### src/rtl/tuner_i2c_pkg.sv
package tuner_i2c_pkg;
  localparam int BYTE_W = 8;

  typedef enum logic [3:0] {
    S_IDLE,
    S_ADDR,
    S_ACK_ADDR,
    S_REG,
    S_ACK_W,
    S_WDATA,
    S_RDATA,
    S_RACK,
    S_IGNORE
  } slv_state_t;
endpackage

### src/rtl/i2c_pin_sync.sv
module i2c_pin_sync #(
  parameter int STAGES = 2
) (
  input  logic clk,
  input  logic rst_n,
  input  logic scl_i,
  input  logic sda_i,
  output logic scl_lvl,
  output logic sda_lvl,
  output logic scl_rise,
  output logic scl_fall,
  output logic start_det,
  output logic stop_det
);
  logic [STAGES-1:0] scl_pipe, sda_pipe;
  logic              scl_d, sda_d;

  always_ff @(posedge clk or negedge rst_n) begin
    if (!rst_n) begin
      scl_pipe <= '1;
      sda_pipe <= '1;
      scl_d    <= 1'b1;
      sda_d    <= 1'b1;
    end else begin
      scl_pipe <= {scl_pipe[STAGES-2:0], scl_i};
      sda_pipe <= {sda_pipe[STAGES-2:0], sda_i};
      scl_d    <= scl_pipe[STAGES-1];
      sda_d    <= sda_pipe[STAGES-1];
    end
  end

  assign scl_lvl   = scl_pipe[STAGES-1];
  assign sda_lvl   = sda_pipe[STAGES-1];
  assign scl_rise  = scl_lvl & ~scl_d;
  assign scl_fall  = ~scl_lvl & scl_d;
  // data edges only count as framing while the clock stays high
  assign start_det = scl_lvl & scl_d & sda_d & ~sda_lvl;
  assign stop_det  = scl_lvl & scl_d & ~sda_d & sda_lvl;
endmodule

### src/rtl/i2c_slv_fsm.sv
module i2c_slv_fsm
  import tuner_i2c_pkg::*;
#(
  parameter logic [6:0] DEV_ADDR = 7'b1100000,
  parameter int         N_REGS   = 14,
  localparam int        PTR_W    = $clog2(N_REGS)
) (
  input  logic             clk,
  input  logic             rst_n,
  input  logic             scl_lvl,
  input  logic             sda_lvl,
  input  logic             scl_rise,
  input  logic             scl_fall,
  input  logic             start_det,
  input  logic             stop_det,
  input  logic [7:0]       rd_data,
  output logic [PTR_W-1:0] rd_addr,
  output logic             wr_en,
  output logic [PTR_W-1:0] wr_addr,
  output logic [7:0]       wr_data,
  output logic             sda_oe
);
  localparam logic [3:0]       BYTE_BITS = 4'(BYTE_W);
  localparam logic [7:0]       NREG8     = 8'(N_REGS);
  localparam logic [PTR_W-1:0] LAST_PTR  = PTR_W'(N_REGS - 1);

  slv_state_t       st, st_n;
  logic [3:0]       cnt, cnt_n;
  logic [7:0]       rx, rx_n, tx, tx_n, wd, wd_n;
  logic             rw, rw_n, mack, mack_n, oe, oe_n, we, we_n;
  logic [PTR_W-1:0] ptr, ptr_n, wa, wa_n;

  function automatic logic [PTR_W-1:0] ptr_inc(input logic [PTR_W-1:0] p);
    return (p == LAST_PTR) ? '0 : p + 1'b1;
  endfunction

  always_comb begin
    st_n = st;  cnt_n = cnt;  rx_n = rx;  tx_n = tx;  rw_n = rw;
    mack_n = mack;  ptr_n = ptr;  oe_n = oe;  we_n = 1'b0;
    wa_n = wa;  wd_n = wd;
    if (start_det) begin
      st_n  = S_ADDR;
      cnt_n = '0;
      oe_n  = 1'b0;
    end else if (stop_det) begin
      st_n = S_IDLE;
      oe_n = 1'b0;
    end else begin
      case (st)
        S_ADDR, S_REG, S_WDATA: begin
          if (scl_rise && cnt != BYTE_BITS) begin
            rx_n  = {rx[6:0], sda_lvl};
            cnt_n = cnt + 4'd1;
          end else if (scl_fall && cnt == BYTE_BITS) begin
            cnt_n = '0;
            if (st == S_ADDR) begin
              if (rx[7:1] == DEV_ADDR) begin
                rw_n = rx[0];
                oe_n = 1'b1;
                st_n = S_ACK_ADDR;
              end else begin
                st_n = S_IGNORE;
              end
            end else if (st == S_REG) begin
              ptr_n = (rx < NREG8) ? rx[PTR_W-1:0] : '0;
              oe_n  = 1'b1;
              st_n  = S_ACK_W;
            end else begin
              we_n  = 1'b1;
              wa_n  = ptr;
              wd_n  = rx;
              ptr_n = ptr_inc(ptr);
              oe_n  = 1'b1;
              st_n  = S_ACK_W;
            end
          end
        end
        S_ACK_ADDR: begin
          if (scl_fall) begin
            cnt_n = '0;
            if (rw) begin
              st_n = S_RDATA;
              tx_n = rd_data;
              oe_n = ~rd_data[7];
            end else begin
              st_n = S_REG;
              oe_n = 1'b0;
            end
          end
        end
        S_ACK_W: begin
          if (scl_fall) begin
            st_n  = S_WDATA;
            cnt_n = '0;
            oe_n  = 1'b0;
          end
        end
        S_RDATA: begin
          if (scl_rise) begin
            cnt_n = cnt + 4'd1;
          end else if (scl_fall) begin
            if (cnt == BYTE_BITS) begin
              st_n  = S_RACK;
              oe_n  = 1'b0;
              ptr_n = ptr_inc(ptr);
            end else begin
              tx_n = {tx[6:0], 1'b0};
              oe_n = ~tx[6];
            end
          end
        end
        S_RACK: begin
          if (scl_rise) begin
            mack_n = ~sda_lvl;
          end else if (scl_fall) begin
            cnt_n = '0;
            if (mack) begin
              st_n = S_RDATA;
              tx_n = rd_data;
              oe_n = ~rd_data[7];
            end else begin
              st_n = S_IGNORE;
            end
          end
        end
        default: ;
      endcase
    end
  end

  always_ff @(posedge clk or negedge rst_n) begin
    if (!rst_n) begin
      st <= S_IDLE;  cnt <= '0;  rx <= '0;  tx <= '0;  rw <= 1'b0;
      mack <= 1'b0;  ptr <= '0;  oe <= 1'b0;  we <= 1'b0;
      wa <= '0;  wd <= '0;
    end else begin
      st <= st_n;  cnt <= cnt_n;  rx <= rx_n;  tx <= tx_n;  rw <= rw_n;
      mack <= mack_n;  ptr <= ptr_n;  oe <= oe_n;  we <= we_n;
      wa <= wa_n;  wd <= wd_n;
    end
  end

  assign rd_addr = ptr;
  assign wr_en   = we;
  assign wr_addr = wa;
  assign wr_data = wd;
  assign sda_oe  = oe;

  // the data line enable moves only in the low phase of SCL
  a_r10_sda_low_phase: assert property (@(posedge clk) disable iff (!rst_n)
    !$stable(sda_oe) |-> !$past(scl_lvl));
  // no drive while idle or after a NACK / foreign address
  a_r5_quiet_when_ignoring: assert property (@(posedge clk) disable iff (!rst_n)
    (st == S_IGNORE || st == S_IDLE) |-> !sda_oe);
  // the pointer never leaves the register range
  a_r8_ptr_in_range: assert property (@(posedge clk) disable iff (!rst_n)
    ptr <= LAST_PTR);
  // each received data byte yields exactly one store pulse
  a_r3_single_store: assert property (@(posedge clk) disable iff (!rst_n)
    wr_en |=> !wr_en);
endmodule

### src/rtl/ctl_reg_bank.sv
module ctl_reg_bank #(
  parameter int  N_CTRL     = 12,
  parameter int  N_STAT     = 2,
  parameter int  SEARCH_REG = 2,
  parameter int  PD_REG     = 9,
  parameter int  PD_BIT     = 0,
  localparam int N_REGS     = N_CTRL + N_STAT,
  localparam int PTR_W      = $clog2(N_REGS)
) (
  input  logic                  clk,
  input  logic                  rst_n,
  input  logic                  wr_en,
  input  logic [PTR_W-1:0]      wr_addr,
  input  logic [7:0]            wr_data,
  input  logic [PTR_W-1:0]      rd_addr,
  output logic [7:0]            rd_data,
  input  logic [N_STAT*8-1:0]   status_in,
  output logic [N_CTRL*8-1:0]   ctrl_flat,
  output logic                  search_start,
  output logic                  power_down
);
  logic [7:0] ctrl_q [N_CTRL];
  logic [7:0] all_q  [N_REGS];
  logic       strobe_q;

  for (genvar g = 0; g < N_CTRL; g++) begin : g_ctrl
    logic ce;
    assign ce = wr_en && (wr_addr == PTR_W'(g));
    always_ff @(posedge clk or negedge rst_n) begin
      if (!rst_n)  ctrl_q[g] <= '0;
      else if (ce) ctrl_q[g] <= wr_data;
    end
    assign ctrl_flat[g*8 +: 8] = ctrl_q[g];
    assign all_q[g]            = ctrl_q[g];
  end

  for (genvar s = 0; s < N_STAT; s++) begin : g_stat
    assign all_q[N_CTRL+s] = status_in[s*8 +: 8];
  end

  always_comb begin
    rd_data = '0;
    for (int i = 0; i < N_REGS; i++)
      if (rd_addr == PTR_W'(i)) rd_data = all_q[i];
  end

  always_ff @(posedge clk or negedge rst_n) begin
    if (!rst_n) strobe_q <= 1'b0;
    else        strobe_q <= wr_en && (wr_addr == PTR_W'(SEARCH_REG));
  end

  assign search_start = strobe_q;
  assign power_down   = ctrl_q[PD_REG][PD_BIT];

  // the search start is a single-cycle pulse
  a_r6_strobe_one_cycle: assert property (@(posedge clk) disable iff (!rst_n)
    search_start |=> !search_start);
  // a store aimed at a read-only slot leaves the control outputs alone
  a_r7_status_store_dropped: assert property (@(posedge clk) disable iff (!rst_n)
    (wr_en && wr_addr >= PTR_W'(N_CTRL)) |=> $stable(ctrl_flat));
endmodule

### src/rtl/tuner_ctl_i2c.sv
module tuner_ctl_i2c #(
  parameter logic [6:0] DEV_ADDR   = 7'b1100000,
  parameter int         N_CTRL     = 12,
  parameter int         N_STAT     = 2,
  parameter int         SEARCH_REG = 2,
  parameter int         PD_REG     = 9,
  parameter int         PD_BIT     = 0,
  parameter int         SYNC_STG   = 2
) (
  input  logic                clk,
  input  logic                rst_n,
  input  logic                scl_i,
  input  logic                sda_i,
  output logic                sda_oe,
  input  logic [N_STAT*8-1:0] status_in,
  output logic [N_CTRL*8-1:0] ctrl_regs,
  output logic                search_start,
  output logic                power_down
);
  localparam int N_REGS = N_CTRL + N_STAT;
  localparam int PTR_W  = $clog2(N_REGS);

  logic [1:0]       rst_pipe;
  logic             rst_core_n;
  logic             scl_lvl, sda_lvl, scl_rise, scl_fall, start_det, stop_det;
  logic [PTR_W-1:0] rd_addr, wr_addr;
  logic [7:0]       rd_data, wr_data;
  logic             wr_en;

  // asynchronous assertion, synchronous release
  always_ff @(posedge clk or negedge rst_n) begin
    if (!rst_n) rst_pipe <= 2'b00;
    else        rst_pipe <= {rst_pipe[0], 1'b1};
  end
  assign rst_core_n = rst_pipe[1];

  i2c_pin_sync #(.STAGES(SYNC_STG)) u_sync (
    .clk(clk), .rst_n(rst_core_n), .scl_i(scl_i), .sda_i(sda_i),
    .scl_lvl(scl_lvl), .sda_lvl(sda_lvl), .scl_rise(scl_rise),
    .scl_fall(scl_fall), .start_det(start_det), .stop_det(stop_det)
  );

  i2c_slv_fsm #(.DEV_ADDR(DEV_ADDR), .N_REGS(N_REGS)) u_fsm (
    .clk(clk), .rst_n(rst_core_n), .scl_lvl(scl_lvl), .sda_lvl(sda_lvl),
    .scl_rise(scl_rise), .scl_fall(scl_fall), .start_det(start_det),
    .stop_det(stop_det), .rd_data(rd_data), .rd_addr(rd_addr),
    .wr_en(wr_en), .wr_addr(wr_addr), .wr_data(wr_data), .sda_oe(sda_oe)
  );

  ctl_reg_bank #(
    .N_CTRL(N_CTRL), .N_STAT(N_STAT), .SEARCH_REG(SEARCH_REG),
    .PD_REG(PD_REG), .PD_BIT(PD_BIT)
  ) u_bank (
    .clk(clk), .rst_n(rst_core_n), .wr_en(wr_en), .wr_addr(wr_addr),
    .wr_data(wr_data), .rd_addr(rd_addr), .rd_data(rd_data),
    .status_in(status_in), .ctrl_flat(ctrl_regs),
    .search_start(search_start), .power_down(power_down)
  );
endmodule

### config.mk
export PLATFORM = sky130hd
export DESIGN_NAME = tuner_ctl_i2c
export DESIGN_NICKNAME = d
export VERILOG_FILES = /design/src/rtl/tuner_i2c_pkg.sv /design/src/rtl/i2c_pin_sync.sv /design/src/rtl/i2c_slv_fsm.sv /design/src/rtl/ctl_reg_bank.sv /design/src/rtl/tuner_ctl_i2c.sv
export SDC_FILE = /design/constraint.sdc
export NUM_CORES = 1
export LEC_CHECK = 0
export ABC_AREA = 1
export CORE_MARGIN = 2
export CORE_UTILIZATION = 41
export CTS_BUF_LIST = sky130_fd_sc_hd__clkbuf_4
export CTS_CLUSTER_SIZE = 25
export DETAILED_ROUTE_END_ITERATION = 6
export PLACE_DENSITY = 0.78
export REMOVE_ABC_BUFFERS = 1
export SYNTH_ARGS = -nofsm -noshare
export SYNTH_HDL_FRONTEND = slang
export SYNTH_HIERARCHICAL = 1
export SYNTH_SLANG_ARGS = --single-unit
### constraint.sdc
create_clock -name clk -period 4.5 [get_ports clk]
set_input_delay 0.9 -clock clk [delete_from_list [all_inputs] [get_ports clk]]
set_output_delay 0.9 -clock clk [all_outputs]
set_load 0.1 [all_outputs]
==> impl_metrics.tcl, run 1 <==
set metrics [dict create \
    clk_pin_slew_ps 130 \
    leakagePower_nw 4.026 \
    end_kind "primary output" \
    routedWlPerCell_um 16.06 \
    synth_area_leaders "dfrtp_1 (48%), nand2_1 (15%), o21ai_0 (5.7%), nor2_1 (5.2%), nand3_1 (5.0%)" \
    drive_gt1_share_pct 8.078 \
    path_delay_family "buffers and inverters" \
    dieArea_mm2 0.01903 \
    slew_headroom_pct 24.31 \
    synth_cells 950 \
    critPathSlowestCell "clkdlybuf4s50_1" \
    dieWidth_um 138.0 \
    cp_cell_sequence "clkdlybuf4s50_1" \
    rsz0062_at_grt "no" \
    io_buffers 118 \
    grt_pass1_vias 6394 \
    hold_path_class "reg -> async" \
    critPathLaunchType "flop" \
    ys_seq_area_share_pct 50.44 \
    synth_top_area_cell "dfrtp_1" \
    tns_ps 0 \
    antenna_found_initial 1 \
    post-cts-setup-buffers 0 \
    ys_seq_elements 148 \
    drtIter0Drc 768 \
    ir_drop_uv 158.1 \
    cp_max_fo 3 \
    initial_core_util_pct 42.24 \
    required_ps 3600 \
    track_usage_pct 22.87 \
    worstSkewPairLatency_ps 570 \
    cellPowerDensity_mw_per_mm2 385.4 \
    clockBufferDepth 2 \
    finalHoldViolCount 0 \
    power_mw 3.464 \
    syn_area_per_cell_um2 7.744 \
    fin_nets 1086 \
    drv_slew 0 \
    grt_pass1_wl_um 33000 \
    dr.pass1.iters 6 \
    worst_path_largest_cell_delay_ps 1200 \
    numCtsBuffers 17 \
    fmax_mhz 324.8 \
    synth_top_area_share_pct 48.30 \
    skew_ps 18.18 \
    cts_resized 0 \
    die_h_um 138.0 \
    stdcell_count 1303 \
    syn_to_final_growth_pct 22.18 \
    worst_pin_slew_ps 1131 \
    pin_count 119 \
    ant_nets 0 \
    setup_viol 0 \
    fillers 1640 \
    coreArea_mm2 0.01742 \
    vias 6903 \
    routed_wl_um 20930 \
    hpwl_um 15140 \
    synth-main-ff-cell "dfrtp_1" \
    cts_tree "built" \
    status "completed" \
    synth_most_common_cell "nand2_1" \
    dp_cells 1270 \
    synth_area_mm2 0.007357 \
    maxCapViolations 0 \
    synth.distinct_cells 40 \
    critPathKind "reg -> out" \
    cp.arrival_ps 2180 \
    synth_common_cells "nand2_1 (301), dfrtp_1 (142), nor2_1 (102)" \
    grt-ovfl-total 0 \
    route.detailed.drc 0 \
    min_period_ps 3079 \
    h-tree-depth 4 \
    synthArstFlopShare_pct 100.0 \
    root_buffer "clkbuf_4" \
    crit_buf_inv 1 \
    ys_warn_count 6 \
    grt_start_max_net_pins 54 \
    numClockSinks 148 \
    vias_per_cell 5.298 \
    rows 48 \
    routabilityCongestion 0.8784 \
    holdBufCountCts 0 \
    period_share_pct 68.42 \
    synth_edf_count 0 \
]
==> state kept, by name, summed over array words and instances (netlist names), 2 cells and up <==
register	cells
u_bank/ctrl_flat	96
u_fsm/rx	8
u_fsm/wr_data	8
u_fsm/tx	7
u_fsm/cnt	4
u_fsm/rd_addr	4
u_fsm/st	4
u_fsm/wr_addr	4
rst_pipe	2
u_sync/scl_pipe	2
u_sync/sda_pipe	2
==> where the power goes <==
part           internal [mW]  switching [mW]
sequential              1.42           0.120
clock                  0.340           0.510
combinational          0.309           0.766
total                   2.07            1.40
==> placed cells by master (no fill, tap or decap), types with 19 or more instances in the layout <==
| master | netlist | routed |
|---|---|---|
| nand3_1 | 74 | 74 |
| o21ai_0 | 84 | 84 |
| nand4_1 | 19 | 19 |
| a21oi_1 | 33 | 33 |
| inv_1 | 81 | 81 |
| nor2_1 | 102 | 102 |
| nand2_1 | 301 | 301 |
| o21ai_1 | 19 | 19 |
| clkdlybuf4s50_1 | 0 | 118 |
| dfrtp_1 | 142 | 141 |
==> area by class of cell <==
cell class | count | area (µm²) | area share, %
flip-flops and latches | 148 | 3715 | 41.33
diodes | 1 | 2.502 | 0.02784
well taps | 225 | 281.5 | 3.132
repair buffers | 123 | 1219 | 13.56
clock buffers | 18 | 135.1 | 1.503
clock inverters | 14 | 153.9 | 1.712
inverters | 91 | 341.6 | 3.800
multi-input cells | 683 | 3141 | 34.94
==> per-stage QoR <==
| stage | instance area [µm²] | setup WS [ps] | utilization, % | hold slack [ps] |
|---|---|---|---|---|
| 2_1_floorplan | 7193 | 81.50 | - | 331.2 |
| 3_3_place_gp | 8697 | 1995 | 49.94 | 338.1 |
| 3_5_place_dp | 8697 | 2020 | 49.94 | 340.3 |
| 4_1_cts | 8986 | 1382 | 51.59 | 366.5 |
| 5_1_grt | 8989 | 1334 | 51.61 | 376.9 |
| 6_report | 8989 | 1421 | 51.61 | 330.6 |
==> worst paths after layout <==
kind	start	endpoint	slack, ps	cells past startpoint
min in group clk	u_sync/sda_pipe[0]	u_sync/sda_pipe[1]	360	0
worst min-delay path	rst_pipe[1]	u_bank/ctrl_flat[47]	330	0
worst max register to register	u_sync/sda_pipe[1]	u_fsm/rd_addr[1]	1920	10
worst min register to register	rst_pipe[1]	u_bank/ctrl_flat[47]	330	0
max in group asynchronous	rst_pipe[1]	u_bank/ctrl_flat[88]	3070	1
worst max-delay path	u_bank/ctrl_flat[71]	ctrl_regs[71]	1420	1
==> cells by family after synthesis <==
kind of cell	synth area share, %
xor gates and xnor gates	0.3572
adders and majority gates	0.3401
DFF	50.44
other	0.05097
and+or+nand+nor	31.46
buffers and inverters	6.871
AOI/OAI and AO/OA	10.48
==> metal layers <==
metal  global-route usage [%]  routed length [µm]  vias up
li1                         -                   -     3289
met1                    30.98                8853     3246
met2                    36.06                9755      312
met3                    4.386                1676       56
met4                    9.467                 646        0
met5                        0                   0        -
No activity file was read; power rests on OpenSTA's default activity.
==> inputs of run 2 (changes only) <==
==> constraint.sdc (replaced) <==
create_clock -name clk -period 2.8 [get_ports clk]
set_input_delay 0.56 -clock clk [delete_from_list [all_inputs] [get_ports clk]]
set_output_delay 0.56 -clock clk [all_outputs]
set_load 0.1 [all_outputs]
==> impl_metrics.tcl, run 2 (same netlist as run 1, synthesis figures left out) <==
set metrics [dict create \
    fmax_mhz 427.0 \
    grt_pass1_wl_um 32000 \
    grt_pass1_vias 6258 \
    finalHoldViolCount 0 \
    dieWidth_um 138.0 \
    rrSetupSlack_ps 460 \
    grt-ovfl-total 0 \
    grt_start_max_net_pins 74 \
    fillers 1682 \
    place_ws_ps 496.8 \
    vias_per_cell 5.232 \
    cts_tree "built" \
    required_ps 3300 \
    crit_top_cell "nand2_1" \
    drtIter0Drc 556 \
    crit_buf_inv 1 \
    end_kind "flop" \
    numClockSinks 148 \
    critPathKind "reg -> reg" \
    clk_pin_slew_ps 130 \
    worst_pin_slew_ps 748.2 \
    holdBufCountCts 0 \
    critPathSlowestCell "dfrtp_1" \
    n_antenna_cell 0 \
    rows 48 \
    maxCapViolations 0 \
    ant_nets 0 \
    vias 6838 \
    worstSkewPairLatency_ps 550 \
    numCtsBuffers 17 \
    root_buffer "clkbuf_4" \
    drv_slew 0 \
    leakagePower_nw 4.263 \
    pin_count 119 \
    io_buffers 118 \
    antenna_found_initial 0 \
    skew_ps 23.49 \
    critPathLaunchType "flop" \
    fin_util_pct 50.60 \
    ir_drop_uv 320.9 \
    routed_wl_um 20450 \
    route.detailed.drc 0 \
    h-tree-depth 4 \
    largest_reg_flops 96 \
    setup_viol 0 \
    routedWlPerCell_um 15.65 \
    hpwl_um 15150 \
    min_period_ps 2342 \
    status "completed" \
    coreArea_mm2 0.01742 \
    track_usage_pct 21.95 \
    worst_path_largest_cell_delay_ps 630 \
    cts_resized 0 \
    final_common_cell "nand2_1" \
    syn_to_final_growth_pct 19.78 \
    cp_cell_sequence "inv_2 -> nor2_1 -> nand3_1 -> nand2_1 -> nor2_1 -> nand4_1 -> nand2_1 -> nand4_1 -> nor2_1 -> nand4_1 -> nand2_1 -> nand2_1 -> nand3_1 -> nand2_1" \
    rsz0062_at_grt "no" \
    routabilityCongestion 0.8974 \
    period_share_pct 83.65 \
    mostFrequentLayoutCells "nand2_1 (301), dfrtp_1 (141), buf_4 (108)" \
    cellPowerDensity_mw_per_mm2 637.7 \
    dieArea_mm2 0.01903 \
    initial_core_util_pct 42.24 \
    setup_slack_ps 457.9 \
    fin_nets 1091 \
    slew_headroom_pct 49.93 \
    drive_gt1_share_pct 17.84 \
    cp_max_fo 12 \
    die_h_um 138.0 \
    cp.arrival_ps 2840 \
    clockBufferDepth 2 \
    dr.pass1.iters 6 \
    hold_path_class "in -> async" \
    post-cts-setup-buffers 0 \
    path_delay_family "simple AND/OR/NAND/NOR gates" \
    tns_ps 0 \
]
==> run 2: cell count changes in the layout (fill, tap and decap cells not counted), sizes merged <==
cell / change
buf: +104
clkdlybuf4s50: -99
clkinv: -4
clkinvlp: +3
bufinv: +1
diode: -1
==> run 2: worst reg2reg max path, cell delays in order (launching register included) <==
cell and delay (ps):
dfrtp_1 630, inv_2 80, nor2_1 590, nand3_1 140, nand2_1 90, nor2_1 50
nand4_1 70, nand2_1 70, nand4_1 100, nor2_1 50, nand4_1 80, nand2_1 70
nand2_1 90, nand3_1 90, nand2_1 90
==> run 2: power breakdown <==
part / internal [mW] / switching, mW / total [mW]
sequential: 2.28 / 0.202 / 2.48
combinational: 0.499 / 1.20 / 1.70
clock: 0.636 / 0.797 / 1.43
==> run 2: metal layers <==
metal | track usage, % | up-vias | wire [µm]
met5 | 0 | - | 0
met2 | 35.70 | 274 | 9779
met4 | 7.653 | 0 | 390
met1 | 29.79 | 3229 | 8930
li1 | - | 3295 | -
met3 | 3.582 | 40 | 1350
==> run 2: layout make-up <==
| type | count | area (µm²) | area share [%] |
|---|---|---|---|
| clock buffers | 18 | 135.1 | 1.533 |
| clock inverters | 14 | 177.7 | 2.016 |
| inverters | 91 | 341.6 | 3.876 |
| multi-input cells | 683 | 3141 | 35.64 |
| flip-flops and latches | 148 | 3715 | 42.16 |
| well taps | 225 | 281.5 | 3.195 |
| repair buffers | 128 | 1021 | 11.59 |
==> run 2: path summary, 6_finish.rpt <==
path	start	cells after the start	end
min in group clk	rst_pipe[0]	0	rst_pipe[1]
max in group asynchronous	rst_pipe[1]	1	u_sync/sda_pipe[0]
worst min-delay path	rst_n	1	rst_pipe[1]
worst min register to register	rst_pipe[0]	0	rst_pipe[1]
worst max-delay path	u_fsm/rd_addr[0]	14	u_fsm/tx[1]
worst max register to register	u_fsm/rd_addr[0]	14	u_fsm/tx[1]
==> run 2: stage by stage <==
stage	std cells	area [µm²]	hold slack, ps	power, mW
floorplan	922	7193	264.4	3.725
global placement	1275	8499	334.9	4.157
detailed placement	1275	8499	338.1	4.193
CTS	1307	8812	134.4	5.621
global route	1307	8812	127.6	5.969
finish	1307	8812	162.9	5.620
